`src/rtl/lsm_pkg.sv`:
```
package lsm_pkg;

   typedef enum logic [1:0] {
      AM_INC_AFTER  = 2'd0,
      AM_INC_BEFORE = 2'd1,
      AM_DEC_AFTER  = 2'd2,
      AM_DEC_BEFORE = 2'd3
   } walk_mode_e;

   typedef enum logic [1:0] {
      ST_IDLE = 2'd0,
      ST_XFER = 2'd1,
      ST_DONE = 2'd2
   } seq_state_e;

   function automatic logic is_dec(input walk_mode_e m);
      return (m == AM_DEC_AFTER) || (m == AM_DEC_BEFORE);
   endfunction

   function automatic logic is_before(input walk_mode_e m);
      return (m == AM_INC_BEFORE) || (m == AM_DEC_BEFORE);
   endfunction

endpackage

```
`src/rtl/lsm_mode_decode.sv`:
```
module lsm_mode_decode
   import lsm_pkg::*;
(
   input  logic [2:0]  mode_code,
   input  logic        is_load,
   output walk_mode_e  walk
);
   // Aliases: a full stack adjusts before a push, an empty one after.
   // A pop reverses the direction and timing of the matching push.
   always_comb begin
      unique case (mode_code)
         3'd0:    walk = AM_INC_AFTER;
         3'd1:    walk = AM_INC_BEFORE;
         3'd2:    walk = AM_DEC_AFTER;
         3'd3:    walk = AM_DEC_BEFORE;
         3'd4:    walk = is_load ? AM_INC_AFTER  : AM_DEC_BEFORE;
         3'd5:    walk = is_load ? AM_DEC_AFTER  : AM_INC_BEFORE;
         3'd6:    walk = is_load ? AM_INC_BEFORE : AM_DEC_AFTER;
         default: walk = is_load ? AM_DEC_BEFORE : AM_INC_AFTER;
      endcase
   end
endmodule

```
`src/rtl/lsm_popcount.sv`:
```
module lsm_popcount #(
   parameter int N     = 16,
   parameter int CNT_W = $clog2(N + 1)
) (
   input  logic [N-1:0]     vec,
   output logic [CNT_W-1:0] count
);
   always_comb begin
      count = '0;
      for (int i = 0; i < N; i++) begin
         count = count + CNT_W'(vec[i]);
      end
   end
endmodule

```
`src/rtl/lsm_lowest_set.sv`:
```
module lsm_lowest_set #(
   parameter int N     = 16,
   parameter int IDX_W = $clog2(N)
) (
   input  logic [N-1:0]     vec,
   output logic [IDX_W-1:0] idx,
   output logic             only_one
);
   always_comb begin
      idx = '0;
      for (int i = N - 1; i >= 0; i--) begin
         if (vec[i]) idx = IDX_W'(i);
      end
   end

   assign only_one = ((vec & (vec - N'(1))) == '0);
endmodule

```
`src/rtl/lsm_span_calc.sv`:
```
module lsm_span_calc
   import lsm_pkg::*;
#(
   parameter int AW    = 32,
   parameter int CNT_W = 5,
   parameter int STEP  = 4
) (
   input  logic [AW-1:0]    base,
   input  logic [CNT_W-1:0] count,
   input  walk_mode_e       walk,
   output logic [AW-1:0]    first_addr,
   output logic [AW-1:0]    final_base
);
   localparam logic [AW-1:0] STEP_V = AW'(STEP);

   logic [AW-1:0] span;
   logic [AW-1:0] low_end;

   assign span    = AW'(count) * STEP_V;
   assign low_end = is_dec(walk) ? (base - span) : base;

   always_comb begin
      unique case (walk)
         AM_INC_AFTER:  first_addr = base;
         AM_INC_BEFORE: first_addr = base + STEP_V;
         AM_DEC_AFTER:  first_addr = low_end + STEP_V;
         default:       first_addr = low_end;
      endcase
      final_base = is_dec(walk) ? (base - span) : (base + span);
   end
endmodule

```
`src/rtl/ldm_addr_seq.sv`:
```
module ldm_addr_seq
   import lsm_pkg::*;
#(
   parameter int NREG = 16,
   parameter int AW   = 32,
   parameter int STEP = 4,
   localparam int IDX_W = $clog2(NREG),
   localparam int CNT_W = $clog2(NREG + 1)
) (
   input  logic             clk,
   input  logic             rst_n,
   input  logic             req_valid,
   output logic             req_ready,
   input  logic [NREG-1:0]  req_mask,
   input  logic [AW-1:0]    req_base,
   input  logic             req_load,
   input  logic [2:0]       req_mode,
   input  logic             req_wb,
   output logic             xfer_valid,
   input  logic             xfer_ready,
   output logic [AW-1:0]    xfer_addr,
   output logic [IDX_W-1:0] xfer_reg,
   output logic             xfer_last,
   output logic             done_valid,
   output logic [AW-1:0]    done_base,
   output logic             done_wb_en
);
   generate
      if (NREG < 2) begin : g_bad_nreg
         $error("NREG must be at least 2");
      end
      if (STEP < 1 || AW < 8) begin : g_bad_geom
         $error("STEP must be positive and AW at least 8");
      end
   endgenerate

   seq_state_e      state_q;
   logic [NREG-1:0] rem_q;
   logic [AW-1:0]   addr_q;
   logic [AW-1:0]   final_q;
   logic            wb_q;

   walk_mode_e      walk;
   logic [CNT_W-1:0] mask_cnt;
   logic [AW-1:0]   first_addr;
   logic [AW-1:0]   final_base;
   logic [IDX_W-1:0] cur_idx;
   logic            cur_only;
   logic            accept;
   logic            beat_fire;

   lsm_mode_decode u_decode (
      .mode_code (req_mode),
      .is_load   (req_load),
      .walk      (walk)
   );

   lsm_popcount #(.N(NREG), .CNT_W(CNT_W)) u_count (
      .vec   (req_mask),
      .count (mask_cnt)
   );

   lsm_span_calc #(.AW(AW), .CNT_W(CNT_W), .STEP(STEP)) u_span (
      .base       (req_base),
      .count      (mask_cnt),
      .walk       (walk),
      .first_addr (first_addr),
      .final_base (final_base)
   );

   lsm_lowest_set #(.N(NREG), .IDX_W(IDX_W)) u_pick (
      .vec      (rem_q),
      .idx      (cur_idx),
      .only_one (cur_only)
   );

   assign req_ready  = (state_q == ST_IDLE);
   assign accept     = req_valid && req_ready;
   assign xfer_valid = (state_q == ST_XFER);
   assign beat_fire  = xfer_valid && xfer_ready;
   assign xfer_addr  = addr_q;
   assign xfer_reg   = cur_idx;
   assign xfer_last  = xfer_valid && cur_only;
   assign done_valid = (state_q == ST_DONE);
   assign done_base  = final_q;
   assign done_wb_en = done_valid && wb_q;

   always_ff @(posedge clk) begin
      if (!rst_n) begin
         state_q <= ST_IDLE;
         rem_q   <= '0;
         addr_q  <= '0;
         final_q <= '0;
         wb_q    <= 1'b0;
      end else begin
         unique case (state_q)
            ST_IDLE: begin
               if (accept) begin
                  rem_q   <= req_mask;
                  addr_q  <= first_addr;
                  final_q <= final_base;
                  wb_q    <= req_wb;
                  state_q <= (|req_mask) ? ST_XFER : ST_DONE;
               end
            end
            ST_XFER: begin
               if (beat_fire) begin
                  rem_q   <= rem_q & ~(NREG'(1) << cur_idx);
                  addr_q  <= addr_q + AW'(STEP);
                  if (cur_only) state_q <= ST_DONE;
               end
            end
            default: state_q <= ST_IDLE;
         endcase
      end
   end
endmodule

```
`config.mk`:
```
export PLATFORM = sky130hd
export DESIGN_NAME = ldm_addr_seq
export DESIGN_NICKNAME = d
export VERILOG_FILES = /design/src/rtl/lsm_pkg.sv /design/src/rtl/lsm_mode_decode.sv /design/src/rtl/lsm_popcount.sv /design/src/rtl/lsm_lowest_set.sv /design/src/rtl/lsm_span_calc.sv /design/src/rtl/ldm_addr_seq.sv
export SDC_FILE = /design/constraint.sdc
export NUM_CORES = 1
export LEC_CHECK = 0
export BUFFER_PORTS_ARGS = -buffer_cell sky130_fd_sc_hd__buf_2
export CAP_MARGIN = 5
export CORE_ASPECT_RATIO = 0.75
export CORE_MARGIN = 2
export CORE_UTILIZATION = 40
export CTS_BUF_LIST = sky130_fd_sc_hd__clkbuf_8 sky130_fd_sc_hd__clkbuf_16
export DETAILED_ROUTE_END_ITERATION = 8
export PLACE_DENSITY = 0.57
export SYNTH_ARGS = -nofsm -noshare
export SYNTH_HDL_FRONTEND = slang
export SYNTH_SLANG_ARGS = --single-unit
```
`constraint.sdc`:
```
create_clock -name clk -period 8.62 [get_ports clk]
set_clock_uncertainty 0.15 [all_clocks]
set_input_delay 0.431 -clock clk [delete_from_list [all_inputs] [get_ports clk]]
set_output_delay 0.431 -clock clk [all_outputs]
set_load 0.005 [all_outputs]
```
==> flow_metrics.tcl <==
set metrics [dict create \
    outcome "finished, final reports clean" \
    num_rows 46 \
    power_leakage_uw 0.00370 \
    slew_headroom_pct 27.3 \
    slew_violations 0 \
    fmax_mhz 137 \
    synth_cells 1211 \
    yosysSeqAreaShare_pct 19.7 \
    clkSinkCount 83 \
    routed_wl_um 31400 \
    drtIter0Drc 1056 \
    synth-async-reset-ratio_pct 0 \
    detail-route-antenna-nets 0 \
    ctsResizeCount 0 \
    fin_cells 1570 \
    final.period_utilization_pct 84.6 \
    cts_tree "yes" \
    start_util_pct 40.4 \
    drt-pass1-iter-count 6 \
    final-setup-viol-count 0 \
    io_pins 130 \
    dr_total_vias 9567 \
    irDropWorstVdd_mv 0.151 \
    hpwl_um 23000 \
    via_per_inst 6.09 \
    start_kind "input port" \
    cp-end-kind "register" \
    die_width_um 172 \
    dp_cells 1554 \
    synthesis.area_um2 8460 \
    nNetsFinal 1368 \
    gp_congestion 0.977 \
    grt_start_max_net_pins 52 \
    cts_hold_buffers 0 \
    rsz0062_at_grt "false" \
    clk_latency_ps 350 \
    core_um2 21000 \
    drc 0 \
    synth_seq_cells 83 \
    hold_path_class "in2reg" \
    grt.overflow.total 0 \
    hold_ws_ps 162 \
    cts_buffer_depth 2 \
    final_layout_size_suffix_gt1_share_pct 14.9 \
    hold_viol 0 \
    power_uw 1990 \
    synthDistinctLibCells 89 \
    path_max_fanout 12 \
    cap_violations 0 \
    criticalPathCategory "in2reg" \
    synth.avg_cell_area_um2 6.98 \
    antenna_cells 0 \
    io_buffers 129 \
    area_delta_synth_final_pct 12.8 \
    wl_per_cell_um 20.0 \
    p_per_area_nw_per_um2 209 \
    fin_ws_ps 1330 \
    grt_pass1_vias 8402 \
    required_ps 8700 \
    clk_pin_slew_worst_paths_ps 70 \
    synth_nets 1302 \
    antenna_found_initial 0 \
    die_area_um2 22300 \
    yosysWarningCount 0 \
    critPathArrivalTime_ps 7370 \
    synthFlopType "dfxtp_1" \
    h-tree-depth 3 \
    cts-root-buf "clkbuf_16" \
    period_needed_ps 7290 \
    setup_tns_ps 0 \
    cts_made_buffers 9 \
    pre_cts_slack_ps 1080 \
    tightest_slew_ps 1080 \
    post-cts-setup-buffers 0 \
    grt_pass1_wl_um 47900 \
    grt_util_all_layers_pct 27.7 \
    synth_edf_count 0 \
    die_h_um 130 \
]
## state kept, by name, summed over array words and instances, names as in the netlist
register,count
done_base,32
xfer_addr,32
rem_q,16
state_q,2
wb_q,1
## critical path: stages
cell	delay, ps
buf_2	100
inv_1	40
ha_1	280
inv_1	70
fa_1	440
fa_1	490
fa_1	530
fa_1	420
fa_1	420
fa_1	410
nor2b_1	130
o21a_1	190
inv_1	70
ha_1	230
or4b_1	540
nor3_1	230
nand3_1	220
or4_1	500
a22oi_2	390
nand4_1	440
or4_1	600
nand3_1	90
a21oi_1	70
## cells in the mapped netlist, drive strengths merged (7+ instances only)
cell type | instances | area share (%)
o211ai | 12 | 1.1
and3 | 14 | 1.0
nor2 | 81 | 3.6
xnor2 | 55 | 5.7
nand4 | 18 | 1.3
nor4 | 25 | 2.0
a211oi | 16 | 1.5
buf | 24 | 1.5
and4 | 7 | 0.73
nand2b | 13 | 0.96
o21ai | 86 | 5.1
a21oi | 107 | 6.3
and2 | 19 | 1.4
inv | 48 | 2.1
xor2 | 30 | 3.1
clkbuf | 68 | 3.0
nor2b | 14 | 1.0
dfxtp | 83 | 20
a21o | 12 | 1.1
a31oi | 11 | 0.81
a22oi | 10 | 0.95
mux2i | 11 | 1.3
o21a | 8 | 0.71
a21boi | 7 | 0.62
o32ai | 7 | 0.73
nor3 | 35 | 2.2
or3 | 14 | 1.1
nand3 | 60 | 3.6
or4 | 14 | 1.3
ha | 22 | 3.3
fa | 12 | 2.8
o31ai | 9 | 0.80
nand2 | 159 | 7.1
## worst paths after layout
check             cells after the start  slack [ps]          start       endpoint
hold reg to reg                       2         300  done_base[17]  done_base[17]
setup reg to reg                      9        5600   xfer_addr[9]  xfer_addr[17]
setup / recovery                     23        1330    req_mask[0]  xfer_addr[22]
hold / removal                        3         160         req_wb           wb_q
## where the power goes
group          internal [uW]  switching (uW)
Sequential               431            53.6
Clock                    242             183
Combinational            419             664
## metrics by stage
stage                     instance area [um^2]  utilization, %
after floorplan                           8460               -
after global placement                    9220            44.0
after detailed placement                  9220            44.0
after CTS                                 9540            45.5
after global routing                      9540            45.5
final                                     9540            45.5
## cell families (layout without fill, tap and decap cells)
logic type	Yosys count	in the layout	share of synthesized area, %
flops	83	83	19.7
buf+inv	141	212	6.66
compound gates	351	351	26.6
xor+xnor	85	85	8.80
simple gates	502	502	30.3
fa+ha+maj	35	35	6.21
mux	14	14	1.70
## metal layers
layer	global-route usage [%]	wire, um	vias to the layer above
li1	-	-	4538
met1	40.4	14900	4596
met2	42.9	13700	401
met3	4.55	2350	32
met4	6.43	410	0
met5	0	0	-
## layout by cell type (no fill, tap or decap), drive strengths merged, types with 16 or more instances in the layout
cell    count
nor4       25
dfxtp      83
xnor2      55
nor3       35
nor2       81
inv        51
o21ai      86
nand4      18
buf       147
xor2       30
nand3      60
ha         22
and2       19
a21oi     107
a211oi     16
nand2     159
## layout make-up
type,instances,area [um^2]
fillers,2247,11400
multi-input cells,987,6240
flip-flops and latches,83,1660
repair buffers,147,781
well taps,288,360
clock buffers,11,253
inverters,49,184
clock inverters,5,58.8
(Power assumes the default switching activity.)
